<file path="config.mk">
export PLATFORM = sky130hd
export DESIGN_NAME = ecb_bank
export DESIGN_NICKNAME = d
export VERILOG_FILES = /design/src/rtl/ecb_pkg.sv /design/src/rtl/ecb_inc_select.sv /design/src/rtl/ecb_pair_adder.sv /design/src/rtl/ecb_bank.sv
export SDC_FILE = /design/constraint.sdc
export NUM_CORES = 1
export LEC_CHECK = 0
export BUFFER_PORTS_ARGS = -buffer_cell sky130_fd_sc_hd__buf_4
export CORE_MARGIN = 5
export CORE_UTILIZATION = 50
export CTS_BUF_LIST = sky130_fd_sc_hd__clkbuf_8
export CTS_CLUSTER_SIZE = 20
export DETAILED_ROUTE_END_ITERATION = 6
export GPL_ROUTABILITY_DRIVEN = 0
export GPL_TIMING_DRIVEN = 1
export MAX_ROUTING_LAYER = met4
export PLACE_DENSITY_LB_ADDON = 0.08
export SETUP_SLACK_MARGIN = 0.1
export SYNTH_ARGS = -nofsm -noshare
export SYNTH_HDL_FRONTEND = slang
export SYNTH_SLANG_ARGS = --single-unit
</file>
<file path="constraint.sdc">
create_clock -name clk -period 14.5 [get_ports clk]
set_input_delay 2.9 -clock clk [delete_from_list [all_inputs] [get_ports clk]]
set_output_delay 2.9 -clock clk [all_outputs]
set_load 0.005 [all_outputs]
</file>
<file path="src/rtl/ecb_pkg.sv">
package ecb_pkg;
  typedef enum logic [2:0] {
    TGT_CNT   = 3'd0,
    TGT_EVT   = 3'd1,
    TGT_CHAIN = 3'd2,
    TGT_ENA   = 3'd3,
    TGT_GLB   = 3'd4
  } wr_tgt_e;
endpackage

</file>
<file path="src/rtl/ecb_inc_select.sv">
module ecb_inc_select #(
  parameter int NUM_CTR = 6,
  parameter int EVT_W   = 10,
  parameter logic [EVT_W-1:0] SWINC_CODE = '0
) (
  input  logic                            inc_valid,
  input  logic                            glb,
  input  logic [NUM_CTR-1:0]              mask,
  input  logic [NUM_CTR-1:0]              ena,
  input  logic [NUM_CTR-1:0]              block,
  input  logic [NUM_CTR-1:0][EVT_W-1:0]   evt,
  output logic [NUM_CTR-1:0]              sel
);
  // A counter steps only when the command, run bit, its enable and its
  // event code all agree, and no value write targets it this cycle.
  for (genvar i = 0; i < NUM_CTR; i++) begin : g_sel
    assign sel[i] = inc_valid & glb & mask[i] & ena[i] & ~block[i]
                    & (evt[i] == SWINC_CODE);
  end
endmodule

</file>
<file path="src/rtl/ecb_pair_adder.sv">
module ecb_pair_adder #(
  parameter int CTR_W = 32
) (
  input  logic [CTR_W-1:0] lo,
  input  logic [CTR_W-1:0] hi,
  input  logic             sel_lo,
  input  logic             sel_hi,
  input  logic             chain,
  output logic [CTR_W-1:0] lo_nxt,
  output logic [CTR_W-1:0] hi_nxt,
  output logic             ovf_lo,
  output logic             ovf_hi
);
  logic [CTR_W:0] lo_sum;
  logic [CTR_W:0] hi_sum;
  logic           carry;

  always_comb begin
    lo_sum = {1'b0, lo} + (CTR_W+1)'(sel_lo);
    carry  = lo_sum[CTR_W] & chain;
    // high half may take its own step plus the carry: up to +2
    hi_sum = {1'b0, hi} + (CTR_W+1)'(sel_hi) + (CTR_W+1)'(carry);
    lo_nxt = lo_sum[CTR_W-1:0];
    hi_nxt = hi_sum[CTR_W-1:0];
    ovf_lo = lo_sum[CTR_W] & ~chain;
    ovf_hi = hi_sum[CTR_W];
  end
endmodule

</file>
<file path="src/rtl/ecb_bank.sv">
module ecb_bank #(
  parameter int NUM_CTR = 6,
  parameter int CTR_W   = 32,
  parameter int EVT_W   = 10,
  parameter int MASK_W  = 32,
  parameter logic [EVT_W-1:0] SWINC_CODE = '0,
  localparam int IDX_W  = $clog2(NUM_CTR)
) (
  input  logic                 clk,
  input  logic                 rst_n,
  input  logic                 wr_en,
  input  logic [2:0]           wr_tgt,
  input  logic [IDX_W-1:0]     wr_idx,
  input  logic [CTR_W-1:0]     wr_data,
  input  logic                 inc_valid,
  input  logic [MASK_W-1:0]    inc_mask,
  input  logic [NUM_CTR-1:0]   ovf_clr,
  input  logic [IDX_W-1:0]     rd_idx,
  output logic [CTR_W-1:0]     rd_cnt,
  output logic [NUM_CTR-1:0]   ovf_flags
);
  import ecb_pkg::*;

  localparam int NUM_PAIRS = NUM_CTR / 2;

  logic [NUM_CTR-1:0][CTR_W-1:0] cnt_q, cnt_d;
  logic [NUM_CTR-1:0][EVT_W-1:0] evt_q;
  logic [NUM_CTR-1:0]            ena_q, ovf_q, ovf_set, cnt_hit, sel;
  logic [NUM_PAIRS-1:0]          pair_chain_q;
  logic                          glb_q;
  logic                          idx_ok;
  wr_tgt_e                       tgt;
  logic                          unused_mask_hi;

  assign tgt            = wr_tgt_e'(wr_tgt);
  assign idx_ok         = int'(wr_idx) < NUM_CTR;
  assign unused_mask_hi = ^inc_mask[MASK_W-1:NUM_CTR];

  for (genvar i = 0; i < NUM_CTR; i++) begin : g_hit
    assign cnt_hit[i] = wr_en && (tgt == TGT_CNT) && (wr_idx == IDX_W'(i));
  end

  ecb_inc_select #(
    .NUM_CTR(NUM_CTR), .EVT_W(EVT_W), .SWINC_CODE(SWINC_CODE)
  ) u_sel (
    .inc_valid(inc_valid),
    .glb      (glb_q),
    .mask     (inc_mask[NUM_CTR-1:0]),
    .ena      (ena_q),
    .block    (cnt_hit),
    .evt      (evt_q),
    .sel      (sel)
  );

  for (genvar p = 0; p < NUM_PAIRS; p++) begin : g_pair
    ecb_pair_adder #(.CTR_W(CTR_W)) u_pair (
      .lo    (cnt_q[2*p]),
      .hi    (cnt_q[2*p+1]),
      .sel_lo(sel[2*p]),
      .sel_hi(sel[2*p+1]),
      .chain (pair_chain_q[p]),
      .lo_nxt(cnt_d[2*p]),
      .hi_nxt(cnt_d[2*p+1]),
      .ovf_lo(ovf_set[2*p]),
      .ovf_hi(ovf_set[2*p+1])
    );
  end

  always_ff @(posedge clk) begin
    if (!rst_n) begin
      cnt_q        <= '0;
      evt_q        <= '0;
      ena_q        <= '0;
      ovf_q        <= '0;
      pair_chain_q <= '0;
      glb_q        <= 1'b0;
    end else begin
      for (int i = 0; i < NUM_CTR; i++) begin
        cnt_q[i] <= cnt_hit[i] ? wr_data : cnt_d[i];
      end
      // a written counter drops its own flag event this cycle
      ovf_q <= (ovf_q & ~ovf_clr) | (ovf_set & ~cnt_hit);
      if (wr_en) begin
        unique case (tgt)
          TGT_EVT:   if (idx_ok) evt_q[wr_idx] <= wr_data[EVT_W-1:0];
          TGT_CHAIN: if (idx_ok && wr_idx[0])
                       pair_chain_q[wr_idx[IDX_W-1:1]] <= wr_data[0];
          TGT_ENA:   ena_q <= wr_data[NUM_CTR-1:0];
          TGT_GLB:   glb_q <= wr_data[0];
          default:   ;
        endcase
      end
    end
  end

  assign rd_cnt    = (int'(rd_idx) < NUM_CTR) ? cnt_q[rd_idx] : '0;
  assign ovf_flags = ovf_q;
endmodule

</file>
* Yosys cells after proc, flatten, opt, wreduce, memory -nomap -nowiden
Cells that the tools add are included.
W data, S select, Z words.
** Cells by class
- Equal/unequal tests :: 9
- Multiplexer cells :: 15
- Magnitude comparators :: 7
- Reduce and logical (&&, ||, !) cells :: 22
- Add/sub/neg operators :: 9
- Bitwise logic cells :: 45
** Operators with widths (count)
- $mux W32 :: 8
- $add A32 B1 Y33 :: 6
- $add A33 B1 Y33 :: 3
- $bmux W32 S3 :: 1
- $bwmux W60 :: 1
- $logic_not A10 Y1 :: 6
- $and A1 B1 Y1 :: 31
- $demux W10 S3 :: 1
- $and A6 B6 Y6 :: 2
- $eq A3 B2 Y1 const B :: 4
- $not A6 Y6 :: 2
- $logic_and A1 B1 Y1 :: 10
- $mux W10 :: 1
- $eq A3 B3 Y1 const B :: 3
- $not A1 Y1 :: 9
- $lt A3 B4 Y1 const B :: 2
- $eq A3 B1 Y1 const B :: 2
- $logic_not A3 Y1 :: 2
- $lt A3 B3 Y1 const B :: 2
- $or A6 B6 Y6 :: 1
- $reduce_and A3 Y1 :: 2
- $reduce_and A2 Y1 :: 2
- $bwmux W3 :: 1
- $ge A3 B1 Y1 const B :: 1
- 4 further kinds :: 4
** Word-level totals
- Input port bits :: 83
- Flip-flop bits (word level) :: 268
- Output and inout port bits :: 38

* Depth between registers and ports, before layout
- Word-level depth :: 11
- Mapped depth :: 19
- Gate-level depth less buffers :: 16

* Cells and area by module
From an unflattened synthesis, not the netlist that was laid out.
** Second synthesis, totals
- Cell total of the unflattened synthesis :: 1709
- Area total of the unflattened synthesis :: 15434.8 um^2
** Modules (own cells, without submodules)
- ecb_bank :: area an instance 11345.9 um^2, seq. area each 5365.1 um^2, instances 1, cells each 1127
- ecb_pair_adder :: area an instance 1271.2 um^2, seq. area each 0.0 um^2, instances 3, cells each 184
- ecb_inc_select :: area an instance 275.3 um^2, seq. area each 0.0 um^2, instances 1, cells each 30

* Worst setup path before layout
Ideal clock, no wire load.
- Path kind :: input-to-output
- From :: input port rd_idx[0]
- To :: output port rd_cnt[10]
- Setup slack :: 7.378 ns
- Stages :: 5
- Arrival :: 4.222 ns
- Path through :: buf_2 > buf_2 > buf_1 > mux2i_1 > o22ai_1
** Between the ends
- Longest elaborated chain between the ends :: 3
** RTL lines
- from (decl) :: line ecb_bank.sv:18 : input logic [IDX_W-1:0] rd_idx,
- $bmux W32 S3 :: line ecb_bank.sv:96 : assign rd_cnt = (int'(rd_idx) < NUM_CTR) ? cnt_q[rd_idx] : '0;
- $mux W32 (not written as such) :: line ecb_bank.sv:96
- $mux W32 * :: line ecb_bank.sv:96
- to (decl) :: line ecb_bank.sv:19 : output logic [CTR_W-1:0] rd_cnt,
Mark *: on every way between the ends. The rest lies on a longest branch, timed or not. The select of a mux whose other input is x is not followed.

* Worst setup path in the final report
- From :: input port rd_idx[0]
- To :: output port rd_cnt[16]
Same word-level chain as after synthesis.

==> key figures <==
Floorplanning
  • Initial core utilization: 50.6%
  • Core area: 28700 um2
  • Rows: 62
  • Die area: 32500 um2
  • Die Height: 180 um
  • Top Ports: 121
  • Chip width: 180 um

Clocking
  • Clk sinks: 268
  • Inserted Clock Buffers: 46
  • Hold buffer count at CTS: 0
  • Post-cts sizing count: 0
  • H-tree levels: 2
  • CTS Buffer Depth: 3
  • Root Driver: clkbuf_8
  • Clock Latency Late Sink: 0.58 ns
  • Post-CTS Setup Inserts: 0
  • CTS tree: built
  • Clk slew on worst S/H paths: 0.06 ns

STA
  • Final worst slack: 6.60 ns
  • Fin Clk Skew: 0.0315 ns
  • Setup TNS Final: 0 ns
  • F_max: 0.127 GHz
  • Worst-Margin Slew: 1.15 ns
  • RSZ-0062 raised after global routing: false
  • Tcrit/Tclk final: 54.5%
  • Final Hold Violating Endpoints: 0
  • Final setup fails: 0
  • Slew Limit Fails: 0
  • Relative max-transition margin: 23.2%
  • WHS: 0.468 ns
  • Min cycle time layout: 7.90 ns

Job
  • Max-cap viol count: 0

Worst setup path
  • Crit-path max cell delay: 0.66 ns
  • Worst Setup EP: rd_cnt[16]
  • Crit-path leading delay family: buffers and inverters
  • Worst r2r src: evt_q[9]
  • Worst R2R Path Depth: 14
  • Startpoint Class: primary input
  • Critical Path Slowest Stage Cell: mux4_2
  • R2R setup slack: 9.14 ns
  • Cell mode on critical path: buf_4
  • Crit end category: primary output
  • Sequence of cells on the critical path: buf_4 -> buf_4 -> mux4_2 -> inv_1 -> o22ai_1 -> buf_4
  • Crit Path Category: in -> out
  • Crit path max fanout: 33
  • Worst EP required: 11.60 ns
  • Crit. path cell count: 6
  • Reg-to-reg endpoint: ovf_flags[1]
  • Buf/Inv on CP: 4
  • Critical path arrival: 5.00 ns
  • Crit path from: rd_idx[0]

Finish
  • Post-Layout Inst Area: 16200 um2
  • Final core occ: 56.5%
  • Share of cells above drive strength 1: 12.6%
  • Nets: 1821
  • Area growth from synthesis to layout: 11.7%

Logic synthesis
  • YS warnings: 0
  • Compound-Gate Fraction of Synth Area: 13.1%
  • Post-synth ARST share: 0%
  • Synth Area in XOR/XNOR: 10.6%
  • Simple-Gate Fraction of Synth Area: 20.8%
  • Post-Synth Adder-Cell Area: 1.19%
  • Cells after Synth: 1685
  • Number of synthesized flops with an enable pin: 0
  • Sequential share of the synthesized area: 37.0%
  • Synth Register Bits: 268
  • Synth Flop Type: dfxtp_1
  • Synth Cell Area: 14500 um2
  • Mean Syn Cell Area: 8.61 um2
  • Largest family of logic cells by synthesized area: simple AND/OR/NAND/NOR gates
  • Proportion of synthesized area in mux cells: 12.7%
  • Netlist cell types: 52
  • Mapped Nets: 1780

Routing
  • DR vias: 12739
  • Vias per cell: 5.94
  • Post-DR wirelength/cell: 21.0 um
  • Routed WL: 45.1 mm
  • Final ANT Viol Nets: 0
  • DR DRC count: 0
  • DRT Pass-1 Iters: 5
  • Initial drt markers: 1075

Placed design
  • PortBufs: 94
  • Placement Cell Area: 15300 um2
  • Dpl ws: 6.57 ns
  • Dpl hpwl: 31.3 mm

Global routing
  • Grt total ovfl: 0
  • Largest net degree at the start of global routing: 93
  • First-pass GRT wire length: 68.8 mm
  • Vias in the first global route: 11616
  • Initial antenna violation count: 0
  • GR Util All Layers: 27.3%

Power and ir drop
  • PwrDens: 92.6 nW/um2
  • Leakage: 5.66 nW
  • Worst-case vdd ir drop: 54.3 uV

Status
  • Outcome: finished clean

Worst hold path
  • Worst Hold Class: reg -> reg
==> metal layers <==
metal | vias to the layer above | routed length [um] | GRT usage [%]
li1 | 6186 | - | -
met1 | 6037 | 21600 | 40.9
met2 | 451 | 19000 | 38.6
met3 | 65 | 3480 | 4.12
met4 | 0 | 966 | 6.53
met5 | - | 0 | -
==> per-stage QoR <==
step | power, mW | instances
CTS | 1.51 | 2143
floorplan | 0.815 | 1685
detailed placement | 0.857 | 2062
finish | 1.50 | 2145
global route | 1.55 | 2143
global placement | 0.856 | 2062
==> power by group <==
group / leakage [nW] / total [mW] / switching (mW) / internal, mW
clock network: 0.514 / 0.658 / 0.320 / 0.338
registers: 2.16 / 0.751 / 0.00856 / 0.743
logic: 2.99 / 0.0916 / 0.0603 / 0.0313
==> final cells by class <==
type                       count  area [um2]
clock inverter                27         120
inverter                      49         186
sequential                   268        5370
tap                          384         480
timing repair buffer         107         803
multi-input combinational   1254        8500
antenna                        2        5.00
clock buffer                  54         743
fill                        2745       12500
==> flip-flops by register name, summed over array words and instances (netlist names) <==
name and cells:
cnt_q 192, ena_q 6, evt_q 60, glb_q 1
ovf_flags 6, pair_chain_q 3
==> synthesized netlist by cell type (11+ instances only) <==
| cell | number | area, um2 |
|---|---|---|
| o21ai_0 | 115 | 576 |
| xnor2_1 | 87 | 762 |
| mux4_2 | 31 | 698 |
| nor4_1 | 32 | 200 |
| mux2i_1 | 112 | 1120 |
| xor2_1 | 89 | 780 |
| nand3_1 | 81 | 405 |
| dfxtp_1 | 268 | 5370 |
| nand4_1 | 64 | 400 |
| inv_1 | 48 | 180 |
| o22ai_1 | 36 | 225 |
| a211oi_1 | 56 | 420 |
| nor4b_1 | 11 | 96.3 |
| and4_1 | 25 | 219 |
| clkbuf_1 | 96 | 360 |
| nand2_1 | 87 | 327 |
| nor2_1 | 172 | 646 |
| nor3_1 | 41 | 205 |
| and3_1 | 20 | 125 |
| a21oi_1 | 124 | 621 |
==> tightest hold or removal path, delay by kind of cell (launching register included) <==
kind	cells	cell delay [ns]
flip-flops	1	0.31
AND/OR/NAND/NOR	1	0.05
AO/OA/AOI/OAI	1	0.06
==> worst min path at each step <==
stage,to,startpoint,depth (start not counted)
global placement,evt_q[56],evt_q[56],2
finish,evt_q[56],evt_q[56],2
detailed placement,evt_q[56],evt_q[56],2
floorplan,evt_q[56],evt_q[56],2
global route,evt_q[56],evt_q[56],2
CTS,evt_q[56],evt_q[56],2
==> cell families after synthesis <==
| kind of cell | after synthesis |
|---|---|
| DFF | 268 |
| muxes | 144 |
| buffers and inverters | 163 |
| AOI/OAI and AO/OA | 338 |
| and+or+nand+nor | 584 |
| adders and majority gates | 12 |
| xor gates and xnor gates | 176 |
==> cells in the final DEF, fill, tap and decap left out, types with 5 or more instances in the layout <==
cell      synthesis  final
xnor2_1          87     87
a21oi_1         124    124
or4_1             5      5
dfxtp_1         268    268
mux4_2           31     31
clkinv_2          0      5
o21ai_0         115    115
nor2b_1           7      7
nor4_1           32     32
nor4b_1          11     11
buf_4             0    107
ha_1              9      9
and4_1           25     25
and2_1            8      8
o22ai_1          36     36
nand4_1          64     64
nand3_1          81     78
nor3_1           41     41
a211oi_1         56     56
and3_1           20     20
nor2_1          172    172
nand2_1          87     86
clkbuf_8          2     54
mux2i_1         112    112
xor2_1           89     89
inv_1            48     67
nand2b_1          6      6
(Power assumes the default switching activity.)
